**src/rtl/dbgw_pkg.sv**
```systemverilog
package dbgw_pkg;
  typedef enum logic [2:0] {
    CS_IDLE, CS_ISSUE, CS_BUSY, CS_ACKQ, CS_ACKING, CS_HUNG, CS_SYNCGAP, CS_SYNCDRV
  } ctl_state_t;

  typedef enum logic [1:0] {
    PS_OFF, PS_LOW, PS_HIGH
  } pulse_state_t;
endpackage

```
**src/rtl/dbgw_line_mon.sv**
```systemverilog
module dbgw_line_mon #(
  parameter int SYNC_MIN = 128,
  parameter int STAGES   = 2
) (
  input  logic clk,
  input  logic rst_n,
  input  logic line_in,
  input  logic own_low,
  output logic line_idle,
  output logic sync_req
);
  localparam int CW = $clog2(SYNC_MIN + 1);
  localparam logic [CW-1:0] SAT = CW'(SYNC_MIN);

  logic [STAGES-1:0] lvl_q;
  logic [STAGES-1:0] own_q;
  logic              lvl_prev;
  logic [CW-1:0]     run_cnt;
  logic              lvl, own_seen, host_low;

  assign lvl      = lvl_q[STAGES-1];
  assign own_seen = own_q[STAGES-1];
  assign host_low = !lvl && !own_seen;

  // own drive is delayed by the synchronizer depth so it lines up with the sampled level
  always_ff @(posedge clk or negedge rst_n) begin
    if (!rst_n) begin
      lvl_q    <= '1;
      own_q    <= '0;
      lvl_prev <= 1'b1;
      run_cnt  <= '0;
    end else begin
      lvl_q    <= {lvl_q[STAGES-2:0], line_in};
      own_q    <= {own_q[STAGES-2:0], own_low};
      lvl_prev <= lvl;
      if (host_low) begin
        if (run_cnt != SAT) run_cnt <= run_cnt + 1'b1;
      end else begin
        run_cnt <= '0;
      end
    end
  end

  assign line_idle = lvl && !own_seen;
  assign sync_req  = lvl && !lvl_prev && (run_cnt == SAT);

  a_r11_single_req: assert property (@(posedge clk) disable iff (!rst_n)
    sync_req |=> !sync_req);
  a_r12_own_low_ignored: assert property (@(posedge clk) disable iff (!rst_n)
    own_seen |=> (run_cnt == '0));
endmodule

```
**src/rtl/dbgw_pulse_gen.sv**
```systemverilog
module dbgw_pulse_gen
  import dbgw_pkg::*;
#(
  parameter int ACK_LEN  = 16,
  parameter int SYNC_LEN = 128
) (
  input  logic clk,
  input  logic rst_n,
  input  logic start,
  input  logic long_sel,
  input  logic abort,
  output logic drv_low,
  output logic drv_high,
  output logic done
);
  localparam int MAXL = (ACK_LEN > SYNC_LEN) ? ACK_LEN : SYNC_LEN;
  localparam int LW   = $clog2(MAXL + 1);

  pulse_state_t  state;
  logic [LW-1:0] cnt;
  logic [LW-1:0] run_len;

  always_ff @(posedge clk or negedge rst_n) begin
    if (!rst_n) begin
      state <= PS_OFF;
      cnt   <= '0;
    end else if (abort) begin
      state <= PS_OFF;
    end else begin
      case (state)
        PS_OFF: if (start) begin
          state <= PS_LOW;
          cnt   <= long_sel ? LW'(SYNC_LEN - 1) : LW'(ACK_LEN - 1);
        end
        PS_LOW: if (cnt == '0) state <= PS_HIGH;
                else cnt <= cnt - 1'b1;
        PS_HIGH: state <= PS_OFF;
        default: state <= PS_OFF;
      endcase
    end
  end

  assign drv_low  = (state == PS_LOW);
  assign drv_high = (state == PS_HIGH);
  assign done     = (state == PS_HIGH);

  // checker counter: length of the current low run
  always_ff @(posedge clk or negedge rst_n) begin
    if (!rst_n)         run_len <= '0;
    else if (drv_low)   run_len <= run_len + 1'b1;
    else if (!drv_high) run_len <= '0;
  end

  a_r10_not_both: assert property (@(posedge clk) disable iff (!rst_n)
    !(drv_low && drv_high));
  a_r10_high_one_cycle: assert property (@(posedge clk) disable iff (!rst_n)
    drv_high |=> !drv_high);
  a_r10_high_after_low: assert property (@(posedge clk) disable iff (!rst_n)
    drv_high |-> $past(drv_low));
  a_r3_pulse_len: assert property (@(posedge clk) disable iff (!rst_n)
    drv_high |-> (run_len == LW'(ACK_LEN) || run_len == LW'(SYNC_LEN)));
endmodule

```
**src/rtl/dbgw_cmd_ctl.sv**
```systemverilog
module dbgw_cmd_ctl
  import dbgw_pkg::*;
#(
  parameter int CODE_W   = 8,
  parameter int RESP_GAP = 4
) (
  input  logic              clk,
  input  logic              rst_n,
  input  logic              cmd_valid,
  output logic              cmd_ready,
  input  logic [CODE_W-1:0] cmd_code,
  output logic              iss_valid,
  input  logic              iss_ready,
  output logic [CODE_W-1:0] iss_code,
  input  logic              core_done,
  input  logic              core_sleep,
  input  logic              sync_req,
  input  logic              line_idle,
  input  logic              pulse_done,
  output logic              pulse_start,
  output logic              pulse_long
);
  localparam int GW = $clog2(RESP_GAP + 1);

  ctl_state_t        state;
  logic [CODE_W-1:0] code_q;
  logic [GW-1:0]     gap_cnt;
  logic              orphan;

  assign cmd_ready   = (state == CS_IDLE) && !sync_req;
  assign iss_valid   = (state == CS_ISSUE) && !orphan;
  assign iss_code    = code_q;
  assign pulse_start = !sync_req &&
                       (((state == CS_ACKQ) && line_idle) ||
                        ((state == CS_SYNCGAP) && (gap_cnt == '0)));
  assign pulse_long  = (state == CS_SYNCGAP);

  always_ff @(posedge clk or negedge rst_n) begin
    if (!rst_n) begin
      state   <= CS_IDLE;
      code_q  <= '0;
      gap_cnt <= '0;
    end else if (sync_req) begin
      state   <= CS_SYNCGAP;
      gap_cnt <= GW'(RESP_GAP - 1);
    end else begin
      case (state)
        CS_IDLE: if (cmd_valid) begin
          code_q <= cmd_code;
          state  <= core_sleep ? CS_HUNG : CS_ISSUE;
        end
        CS_ISSUE:   if (iss_valid && iss_ready) state <= CS_BUSY;
        CS_BUSY:    if (core_done) state <= CS_ACKQ;
        CS_ACKQ:    if (pulse_start) state <= CS_ACKING;
        CS_ACKING:  if (pulse_done) state <= CS_IDLE;
        CS_HUNG:    state <= CS_HUNG;
        CS_SYNCGAP: if (gap_cnt == '0) state <= CS_SYNCDRV;
                    else gap_cnt <= gap_cnt - 1'b1;
        CS_SYNCDRV: if (pulse_done) state <= CS_IDLE;
        default:    state <= CS_IDLE;
      endcase
    end
  end

  // an access cut loose by a sync still finishes; its completion is swallowed here
  always_ff @(posedge clk or negedge rst_n) begin
    if (!rst_n)                                           orphan <= 1'b0;
    else if ((state == CS_BUSY) && sync_req && !core_done) orphan <= 1'b1;
    else if (core_done)                                    orphan <= 1'b0;
  end

  a_r2_no_nest: assert property (@(posedge clk) disable iff (!rst_n)
    (cmd_valid && cmd_ready) |=> !cmd_ready);
  a_r2_iss_hold: assert property (@(posedge clk) disable iff (!rst_n)
    (iss_valid && !iss_ready && !sync_req) |=> (iss_valid && $stable(iss_code)));
  a_r8_sync_clears: assert property (@(posedge clk) disable iff (!rst_n)
    sync_req |=> (!iss_valid && !cmd_ready));
  a_r5_hung_silent: assert property (@(posedge clk) disable iff (!rst_n)
    (state == CS_HUNG) |=> (!iss_valid && !pulse_start && !pulse_done) || $past(sync_req) || sync_req);
endmodule

```
**src/rtl/dbgw_handshake.sv**
```systemverilog
module dbgw_handshake #(
  parameter int CODE_W   = 8,
  parameter int ACK_LEN  = 16,
  parameter int SYNC_MIN = 128,
  parameter int SYNC_LEN = 128,
  parameter int RESP_GAP = 4,
  parameter int STAGES   = 2
) (
  input  logic              clk,
  input  logic              rst_n,
  input  logic              line_in,
  output logic              line_drv_low,
  output logic              line_drv_high,
  input  logic              cmd_valid,
  output logic              cmd_ready,
  input  logic [CODE_W-1:0] cmd_code,
  output logic              iss_valid,
  input  logic              iss_ready,
  output logic [CODE_W-1:0] iss_code,
  input  logic              core_done,
  input  logic              core_sleep
);
  logic line_idle, sync_req, pulse_start, pulse_long, pulse_done;

  dbgw_line_mon #(.SYNC_MIN(SYNC_MIN), .STAGES(STAGES)) mon_i (
    .clk(clk), .rst_n(rst_n), .line_in(line_in), .own_low(line_drv_low),
    .line_idle(line_idle), .sync_req(sync_req)
  );

  dbgw_cmd_ctl #(.CODE_W(CODE_W), .RESP_GAP(RESP_GAP)) ctl_i (
    .clk(clk), .rst_n(rst_n),
    .cmd_valid(cmd_valid), .cmd_ready(cmd_ready), .cmd_code(cmd_code),
    .iss_valid(iss_valid), .iss_ready(iss_ready), .iss_code(iss_code),
    .core_done(core_done), .core_sleep(core_sleep),
    .sync_req(sync_req), .line_idle(line_idle), .pulse_done(pulse_done),
    .pulse_start(pulse_start), .pulse_long(pulse_long)
  );

  dbgw_pulse_gen #(.ACK_LEN(ACK_LEN), .SYNC_LEN(SYNC_LEN)) gen_i (
    .clk(clk), .rst_n(rst_n), .start(pulse_start), .long_sel(pulse_long),
    .abort(sync_req), .drv_low(line_drv_low), .drv_high(line_drv_high),
    .done(pulse_done)
  );

  a_r7_sync_then_busy: assert property (@(posedge clk) disable iff (!rst_n)
    sync_req |=> (!line_drv_low && !cmd_ready));
endmodule

```
**config.mk**
```make
export PLATFORM = sky130hd
export DESIGN_NAME = dbgw_handshake
export DESIGN_NICKNAME = d
export VERILOG_FILES = /design/src/rtl/dbgw_pkg.sv /design/src/rtl/dbgw_line_mon.sv /design/src/rtl/dbgw_pulse_gen.sv /design/src/rtl/dbgw_cmd_ctl.sv /design/src/rtl/dbgw_handshake.sv
export SDC_FILE = /design/constraint.sdc
export NUM_CORES = 1
export LEC_CHECK = 0
export ABC_AREA = 1
export CORE_AREA = 4 4 86 88
export DETAILED_ROUTE_END_ITERATION = 16
export DIE_AREA = 0 0 90 92
export GPL_TIMING_DRIVEN = 1
export PLACE_DENSITY = 0.5
export SLEW_MARGIN = 10
export SYNTH_ARGS = -nofsm -noshare
export SYNTH_HDL_FRONTEND = slang
export SYNTH_HIERARCHICAL = 1
export SYNTH_SLANG_ARGS = --single-unit
```
**constraint.sdc**
```tcl
create_clock -name clk -period 3.9 [get_ports clk]
set_input_delay 0.78 -clock clk [delete_from_list [all_inputs] [get_ports clk]]
set_output_delay 0.78 -clock clk [all_outputs]
set_load 0.02 [all_outputs]
```
==> metrics.txt <==
status complete, no violations; Die W 90 um; vias per cell 4.615; Final period util 0.7767; remaining routing DRC violations 0; Area growth syn-to-layout 18.91%; CP most frequent cell nand2_1; setup TNS 0 ps; fraction of layout cells with a size suffix above 1 0.1323; Initial DRC Count 71; Critical Path RT 3120 ps; final WL 4.465 mm; WS Path Type flip-flop to output port; io pins 27; R2R cell count 14; Die Span Y 92 um; Max Fanout on Critical Path 9; cell count after synthesis 280; worst hold path type flip-flop to flip-flop; # nets final 330; final hold vios 0; Synth Area in Compound Gates 0.05856; fin area 0.002668 sq mm; Placed Area 0.002557 sq mm; post-cts resize count 0; largest net degree at the start of global routing 39; Initial Util 0.3377; critical path launch point mon_i/run_cnt[0]; routed wire length per instance 11.45 um; Worst VDD drop 0.0003581 V; mux cell area share after synthesis 0.05354; Max-Cap Viols 0; H-tree depth 2; first-pass GRT wire length 8.024 mm; Logic pwr share 0.490; diode count 0; crit-path cells inv_1 -> ha_1 -> nand2_1 -> nor2_1 -> nand2_1 -> nor3_1 -> buf_4 -> nor2_8 -> clkdlybuf4s50_1; Clk pin slew, worst setup/hold paths 80 ps; Fin Clk Skew 8.968 ps; cell taking the most area after synthesis dfrtp_1; EDFF count, synth 0; largest family of logic cells by synthesized area simple AND/OR/NAND/NOR gates; Cell Count, Final, Fillers Out 390; Antenna Violating Nets Remaining 0; Mapped Nets 301; Slowest Stage Delay on Critical Path 530 ps; vias 1,800; hold_ws 353.1 ps; cell row count 30; Util after Layout 0.4015; crit path launch type flip-flop; # setup viols final 0; Sw Ratio 0.4169; synth cell count leaders nand2_1 (63), inv_1 (41), dfrtp_1 (35); number of synthesized register bits 38; ys async rst share 1.000; clock buffer depth 2; Slew Limit Fails 0; Area contributors post-synth dfrtp_1 (39%), nand2_1 (11%), nand3_1 (7.6%); die footprint 0.008280 sq mm; hpwl dp 3.268 mm; DRT Pass-1 Iters 5; CTS Sinks 38; minimum clock period 3029 ps; worst-skew pair later-pin latency 290 ps; pwr/cell area 701.2 mW/mm^2; Post-CTS Setup Inserts 0; gpl congestion 0.7772; worst r2r src mon_i/run_cnt[0]; Setup crit end kind output port; Post-Synth Simple-Gate Area 0.3257; highest-delay cell along the critical path clkdlybuf4s50_1; pre-CTS setup slack 1160 ps; total power 1.871 mW; Inst Count DP 382; most common flop cell mapped by yosys dfrtp_1; sequential power share 0.341; CP Capture Point cmd_ready; Mapped Avg Cell Area 8.012 sq um; TritonCTS clock tree done; worst setup margin 870.7 ps; Port Buffers 26; Yosys warnings 6; R2R Setup Slk 1720 ps; f_max 0.3301 GHz; clock share of power 0.169; Int Pwr 1.091 mW; post-synth top area share 0.3904; Synth cell types 29; vias in the first global route 1,746; Max-slew headroom 0.4244; R2R Path End gen_i/cnt[5]; CTS hold repair buffers 0; RSZ-0062 raised after global routing false; sw power 0.7798 mW; Worst Tran Pin Value 863.3 ps; initial antenna violation count 0; crit path DAT 2250 ps; most frequent cell after synthesis nand2_1; TritonCTS buffer count 5; post-synthesis cell area 0.002243 sq mm; adder-cell area share of the yosys netlist 0.03346; core region area 0.006644 sq mm; Leakage 1.337 nW; Fill cells 678; GRT Overall Usage 0.1184; Overflow after GRT 0; XOR/XNOR Fraction of Synth Area 0.007808; sequential share of the synthesized area 0.4255; Root Buffer Master clkbuf_8
-- registers in the layout, summed over array words and instances (netlist names) --
register        cells
gen_i/cnt           8
ctl_i/state         3
mon_i/lvl_prev      1
ctl_i/gap_cnt       3
mon_i/lvl_q         2
mon_i/run_cnt       8
ctl_i/iss_code      8
gen_i/state         2
ctl_i/orphan        1
mon_i/own_q         2
-- worst max-delay path, delay by kind of cell, from the launching register on --
family	cells	cell delay, ps
fa+ha+maj	1	200
flops	1	400
simple gates	5	480
buf+inv	3	900
-- worst min path at each step --
stage | start | end | cells past startpoint
global placement | mon_i/own_q[0] | mon_i/own_q[1] | 0
global route | mon_i/lvl_q[0] | mon_i/lvl_q[1] | 0
floorplan | mon_i/own_q[0] | mon_i/own_q[1] | 0
finish | mon_i/lvl_q[0] | mon_i/lvl_q[1] | 0
CTS | mon_i/lvl_q[0] | mon_i/lvl_q[1] | 0
detailed placement | mon_i/own_q[0] | mon_i/own_q[1] | 0
-- cell usage in the layout, fill, tap and decap left out, drive strengths merged, types with 2 or more instances in the layout --
| master | Yosys | final |
|---|---|---|
| ha | 6 | 6 |
| dfrtp | 35 | 35 |
| nand3 | 35 | 35 |
| o21ai | 11 | 11 |
| nor3 | 3 | 3 |
| clkbuf | 0 | 8 |
| nand2 | 68 | 68 |
| xor2 | 2 | 2 |
| clkdlybuf4s50 | 0 | 25 |
| nor2 | 40 | 40 |
| buf | 5 | 2 |
| inv | 44 | 44 |
| nand4 | 7 | 7 |
| mux2 | 8 | 8 |
| a21oi | 8 | 8 |
| dfstp | 3 | 3 |
-- routing by layer --
metal | GRT usage | vias up | share of wire
li1 | - | 953 | -
met1 | 0.1606 | 816 | 0.51
met2 | 0.1848 | 27 | 0.45
met3 | 0.02543 | 4 | 0.030
met4 | 0.04464 | 0 | 0.010
met5 | 0 | - | 0
-- cell type report --
class                      instances  area [sq um]  share of cell area
sequential                        38         954.7              0.3579
tap                               80         100.1             0.03752
multi-input combinational        193          1075              0.4029
timing repair buffer              27         262.8             0.09850
clock buffer                       8         110.1             0.04128
inverter                          44         165.2             0.06191
-- cell families after synthesis --
| logic type | after synthesis |
|---|---|
| flops | 38 |
| fa+ha+maj | 6 |
| mux | 8 |
| compound gates | 23 |
| xor+xnor | 2 |
| buf+inv | 49 |
| simple gates | 154 |
-- power by group through the flow --
stage	Clock, mW	Combinational [mW]	Sequential [mW]
after CTS	0.330	0.932	0.637
final	0.315	0.917	0.638
after detailed placement	0	0.928	0.640
after floorplan	0	0.671	0.653
after global routing	0.344	1.04	0.659
after global placement	0	0.922	0.645
(Power assumes the default switching activity.)
